$ cat config.mk
export PLATFORM = sky130hd
export DESIGN_NAME = grouped_edge_irq
export DESIGN_NICKNAME = d
export VERILOG_FILES = /design/src/rtl/grp_irq_pkg.sv /design/src/rtl/grp_irq_sync.sv /design/src/rtl/grp_irq_combine.sv /design/src/rtl/grp_irq_edge.sv /design/src/rtl/grp_irq_flags.sv /design/src/rtl/grouped_edge_irq.sv
export SDC_FILE = /design/constraint.sdc
export NUM_CORES = 1
export LEC_CHECK = 0
export CAP_MARGIN = 20
export CELL_PAD_IN_SITES_DETAIL_PLACEMENT = 0
export CELL_PAD_IN_SITES_GLOBAL_PLACEMENT = 1
export CORE_MARGIN = 8
export CORE_UTILIZATION = 24
export DETAILED_ROUTE_END_ITERATION = 6
export PLACE_DENSITY = 0.74
export SKIP_CTS_REPAIR_TIMING = 1
export SYNTH_ARGS = -nofsm -noshare
export SYNTH_HDL_FRONTEND = slang
export SYNTH_SLANG_ARGS = --single-unit
$ cat constraint.sdc
create_clock -name clk -period 0.8 [get_ports clk]
set_input_delay 0.12 -clock clk [delete_from_list [all_inputs] [get_ports clk]]
set_output_delay 0.12 -clock clk [all_outputs]
set_load 0.02 [all_outputs]
$ cat src/rtl/grp_irq_pkg.sv
package grp_irq_pkg;

   typedef enum logic {
      CFG_ENABLE  = 1'b0,
      CFG_REQUEST = 1'b1
   } cfg_sel_e;

   // Group membership of one port, per group option and port index (0=A,1=B,2=C)
   function automatic logic [3:0] member_mask(input int sel, input int port);
      logic [3:0] m;
      m = 4'b0000;
      if (sel == 0) begin
         if (port == 1 || port == 2) m = 4'b1111;
      end else begin
         if (port == 0) m = 4'b1110;
         if (port == 1) m = 4'b1111;
         if (port == 2) m = 4'b0001;
      end
      return m;
   endfunction

endpackage

$ cat src/rtl/grp_irq_sync.sv
module grp_irq_sync #(
   parameter int WIDTH  = 12,
   parameter int STAGES = 2
) (
   input  logic             clk,
   input  logic             rst_n,
   input  logic [WIDTH-1:0] d,
   output logic [WIDTH-1:0] q
);
   initial begin
      if (STAGES < 2) $error("grp_irq_sync: STAGES must be at least 2");
      if (WIDTH < 1)  $error("grp_irq_sync: WIDTH must be positive");
   end

   logic [WIDTH-1:0] stage_q [STAGES];

   generate
      for (genvar s = 0; s < STAGES; s++) begin : g_stage
         if (s == 0) begin : g_first
            always_ff @(posedge clk or negedge rst_n) begin
               if (!rst_n) stage_q[s] <= '0;
               else        stage_q[s] <= d;
            end
         end else begin : g_next
            always_ff @(posedge clk or negedge rst_n) begin
               if (!rst_n) stage_q[s] <= '0;
               else        stage_q[s] <= stage_q[s-1];
            end
         end
      end
   endgenerate

   assign q = stage_q[STAGES-1];
endmodule

$ cat src/rtl/grp_irq_combine.sv
module grp_irq_combine
   import grp_irq_pkg::*;
#(
   parameter int PORT_W    = 4,
   parameter int GROUP_SEL = 0
) (
   input  logic [3*PORT_W-1:0] pins,
   input  logic [3*PORT_W-1:0] dirs,
   output logic                level
);
   localparam int ALL_W = 3 * PORT_W;

   initial begin
      if (PORT_W != 4) $error("grp_irq_combine: PORT_W must be 4");
      if (GROUP_SEL != 0 && GROUP_SEL != 1) $error("grp_irq_combine: GROUP_SEL must be 0 or 1");
   end

   logic [ALL_W-1:0] member;
   logic [ALL_W-1:0] active;
   logic [ALL_W-1:0] forced;

   generate
      if (GROUP_SEL == 0) begin : g_opt0
         assign member = {member_mask(0, 2), member_mask(0, 1), member_mask(0, 0)};
      end else begin : g_opt1
         assign member = {member_mask(1, 2), member_mask(1, 1), member_mask(1, 0)};
      end
   endgenerate

   always_comb begin
      active = member & ~dirs;
      forced = pins | ~active;
      level  = &forced;
   end
endmodule

$ cat src/rtl/grp_irq_edge.sv
module grp_irq_edge (
   input  logic clk,
   input  logic rst_n,
   input  logic level,
   output logic fall
);
   logic level_q;

   // Held low out of reset so no request is raised before the group is seen high
   always_ff @(posedge clk or negedge rst_n) begin
      if (!rst_n) level_q <= 1'b0;
      else        level_q <= level;
   end

   assign fall = level_q & ~level;
endmodule

$ cat src/rtl/grp_irq_flags.sv
module grp_irq_flags
   import grp_irq_pkg::*;
(
   input  logic       clk,
   input  logic       rst_n,
   input  logic       hw_set,
   input  logic       cfg_we,
   input  logic       cfg_sel,
   input  logic [3:0] cfg_wdata,
   output logic       req_q,
   output logic       en_q
);
   logic sw_clear;
   logic en_write;

   always_comb begin
      sw_clear = cfg_we && (cfg_sel == CFG_REQUEST) && !cfg_wdata[0];
      en_write = cfg_we && (cfg_sel == CFG_ENABLE);
   end

   always_ff @(posedge clk or negedge rst_n) begin
      if (!rst_n) begin
         req_q <= 1'b0;
         en_q  <= 1'b0;
      end else begin
         if (hw_set)        req_q <= 1'b1;
         else if (sw_clear) req_q <= 1'b0;
         if (en_write)      en_q  <= cfg_wdata[0];
      end
   end
endmodule

$ cat src/rtl/grouped_edge_irq.sv
module grouped_edge_irq #(
   parameter int PORT_W      = 4,
   parameter int GROUP_SEL   = 0,
   parameter int SYNC_STAGES = 2
) (
   input  logic              clk,
   input  logic              rst_n,
   input  logic [PORT_W-1:0] pa_pin,
   input  logic [PORT_W-1:0] pb_pin,
   input  logic [PORT_W-1:0] pc_pin,
   input  logic [PORT_W-1:0] pa_dir,
   input  logic [PORT_W-1:0] pb_dir,
   input  logic [PORT_W-1:0] pc_dir,
   input  logic              cfg_we,
   input  logic              cfg_sel,
   input  logic [3:0]        cfg_wdata,
   output logic              req_flag,
   output logic              en_flag,
   output logic              irq
);
   localparam int ALL_W = 3 * PORT_W;

   logic [ALL_W-1:0] pins_sync;
   logic             grp_level;
   logic             grp_fall;

   grp_irq_sync #(.WIDTH(ALL_W), .STAGES(SYNC_STAGES)) u_sync (
      .clk   (clk),
      .rst_n (rst_n),
      .d     ({pc_pin, pb_pin, pa_pin}),
      .q     (pins_sync)
   );

   grp_irq_combine #(.PORT_W(PORT_W), .GROUP_SEL(GROUP_SEL)) u_comb (
      .pins  (pins_sync),
      .dirs  ({pc_dir, pb_dir, pa_dir}),
      .level (grp_level)
   );

   grp_irq_edge u_edge (
      .clk   (clk),
      .rst_n (rst_n),
      .level (grp_level),
      .fall  (grp_fall)
   );

   grp_irq_flags u_flags (
      .clk       (clk),
      .rst_n     (rst_n),
      .hw_set    (grp_fall),
      .cfg_we    (cfg_we),
      .cfg_sel   (cfg_sel),
      .cfg_wdata (cfg_wdata),
      .req_q     (req_flag),
      .en_q      (en_flag)
   );

   assign irq = req_flag & en_flag;
endmodule

==> metrics <==
crit path cell chain=and2_4 -> buf_6; Reg clk slew, reported paths=about 0.10 ns; yosys warns=0; clk_skew=~0.0013 ns; Post-Synthesis Cells=31; DR pass1 iterations=2; clock buffer depth=2; worst slew pin tran=roughly 0.27 ns; Final Max Slew Viols=0; fmax=between 0.9 and 1 GHz; CP peak stage delay=0.42 ns; initial antenna violation count=0; num rows=17; Layout Nets=94; Startpoint Class=flip-flop; post-route clock period utilization=135%; clock power share=24.5%; max-cap viol count=0; Hold Path Class=input port to asynchronous set/reset pin; Leakage=slightly above 0.4 nW; Final Hold Vio Count=0; die height=~64 um; H-tree depth=1; Clock Latency Late Sink=between 0.2 and 0.3 ns; Vias per Instance=3.93; die width=about 64 um; Antenna Violating Nets Remaining=0; Crit Reg-Reg Startpoint=u_sync.q[9]; synthesis-to-finish area growth=64.7%; sw power=0.402 mW; largest family of logic cells by synthesized area=compound AO/OA/AOI/OAI gates; Hold Slack=0.160 ns; IO Pins=35; synth unique cells=11; post-synthesis mux area share=under 10%; initial core utilization=25.3%; failing checks=setup timing; first-pass GRT wire length=1790 um; crit path time final=1.08 ns; Crit path arrival time=0.96 ns; Routed WL per cell=11.7 um; PwrDens=approximately 2000 nW/um^2; fill count=between 200 and 250; port bufs=23; post-DP HPWL=a little over 800 um; sw frac=around 22%; Synth Area in Simple Gates=5.13%; All-Layer GR Usage=around 5.5%; TritonCTS Sinks=19; drt initial violations=1; kind of critical path=flip-flop to output port; flops & latches, synth=19; grt ovf=0; die area=between 4000 and 5000 um^2; register area share after synthesis=84.8%; RSZ-0062 raised after global routing=true; mean post-synth cell area=between 15 and 20 um^2; CTS tree=built; Seq pwr share=57.8%; Crit-path slowest cell=dfrtp_2; worst path required time=roughly 0.68 ns; clk root buf=clkbuf_4; Post-Syn Area=561 um^2; worst reg2reg setup slack=-0.14 ns; post-synthesis net count=63; diodes inserted=0; number of global-route vias before repair=~430; Final Power=~1.8 mW; Final setup viols=5; Synth Area in Compound Gates=7.37%; largest net degree at the start of global routing=20; Synth Area in Adders=0%; DRC=0; internal power=~1.4 mW; Detailed Route WL=just over 1000 um; final worst slack=-0.284 ns; worst-path fanout max=3; slew margin rel.=about 82%; CTS buffer count=3; routability cong.=0.717; status=complete, but fails checks; reg2reg end=u_flags.req_q; VDD IR max=1260 uV; total number of vias=350; worst-case reg-to-reg path depth=3; Logic pwr share=approximately 18%; xor/xnor cell area share of the yosys netlist=0%; Critical Path End Type=output port; layout cells sized above 1=around 28%; core area=2210 um^2
-- metrics by stage --
step,utilization [%],instance area [um^2],worst slack (ns),std cells,setup TNS [ns]
after CTS,39.8,881,-0.732,87,-2.17
after global routing,41.7,923,-0.344,89,-1.32
after global placement,38.6,853,-0.398,83,-1.94
after floorplan,-,568,-0.0577,31,-0.0773
after detailed placement,38.6,853,-0.430,83,-2.07
final,41.7,923,-0.284,89,-0.995
-- how the worst max path moves through the flow --
| stage | cells after the start | to | startpoint | slack (ns) |
|---|---|---|---|---|
| floorplan | 3 | u_flags.req_q | u_sync.q[11] | -0.06 |
| global placement | 4 | u_flags.req_q | pc_dir[3] | -0.40 |
| detailed placement | 4 | u_flags.req_q | pb_dir[0] | -0.43 |
| CTS | 2 | irq | u_flags.req_q | -0.73 |
| global route | 2 | irq | u_flags.req_q | -0.34 |
| finish | 2 | irq | u_flags.en_q | -0.28 |
-- worst max-delay path: cells and delay by family, from the launching register on --
kind / cells / cell delay (ns)
flip-flops: 1 / 0.42
AND/OR/NAND/NOR: 1 / 0.14
buffers and inverters: 1 / 0.12
-- routing by layer --
| metal | vias up | track usage, % | routed length (um) |
|---|---|---|---|
| met1 | 162 | 5.44 | 432 |
| met3 | 2 | 3.31 | 120 |
| met2 | 19 | 8.57 | 477 |
| li1 | 167 | - | - |
| met5 | - | 0 | 0 |
| met4 | 0 | 3.27 | 8 |
-- power groups by stage --
stage,Clock [mW],Combinational [mW],Sequential (mW)
2_1_floorplan,0,0.0686,1.09
3_3_place_gp,0,0.285,1.06
3_5_place_dp,0,0.287,1.07
4_1_cts,0.477,0.288,1.05
5_1_grt,0.523,0.349,1.06
6_report,0.444,0.322,1.05
-- cell usage after synthesis --
| cell | n | share of area [%] |
|---|---|---|
| nor4_2 | 1 | 2.2 |
| inv_1 | 1 | 0.67 |
| and2_1 | 1 | 1.1 |
| o21ai_1 | 1 | 0.89 |
| o21ai_0 | 1 | 0.89 |
| nand2_1 | 1 | 0.67 |
| dfrtp_1 | 19 | 85 |
| mux2_2 | 1 | 2.0 |
| o22ai_2 | 1 | 2.2 |
| nand2b_1 | 1 | 1.1 |
| o22ai_1 | 3 | 3.3 |
-- sequential cells by signal (all words and copies together), names as in the netlist --
signal	cells
u_sync.stage_q	8
u_flags.req_q	1
u_edge.level_q	1
u_sync.q	8
u_flags.en_q	1
-- final cells by class --
cell class,instances,area [um^2],share of cell area (%)
Sequential cell,19,477,51.6
Timing Repair Buffer,26,270,29.3
Multi-Input combinational cell,11,110,11.9
Tap cell,28,35.0,3.79
Clock buffer,3,22.5,2.44
Clock inverter,1,5.00,0.542
Inverter,1,3.75,0.407
-- cell usage in the layout (no fill, tap or decap) --
cell | Yosys | routed
and2_4 | 0 | 1
buf_12 | 0 | 1
buf_4 | 0 | 3
buf_6 | 0 | 2
clkbuf_4 | 0 | 3
clkdlybuf4s50_1 | 0 | 18
clkinv_2 | 0 | 1
dfrtp_1 | 19 | 18
dfrtp_2 | 0 | 1
dlymetal6s2s_1 | 0 | 2
inv_1 | 1 | 1
mux2_4 | 0 | 1
nand2_1 | 1 | 1
nand2b_4 | 0 | 1
nor4_4 | 0 | 1
o21ai_0 | 1 | 1
o21ai_1 | 1 | 1
o22ai_1 | 3 | 2
o22ai_2 | 1 | 2
-- cells by family (layout without fill, tap and decap cells) --
group | Yosys count | in the layout
AND/OR/NAND/NOR | 4 | 4
flip-flops | 19 | 19
buffers and inverters | 1 | 31
multiplexers | 1 | 1
AO/OA/AOI/OAI | 6 | 6
No activity file was read; power rests on OpenSTA's default activity.
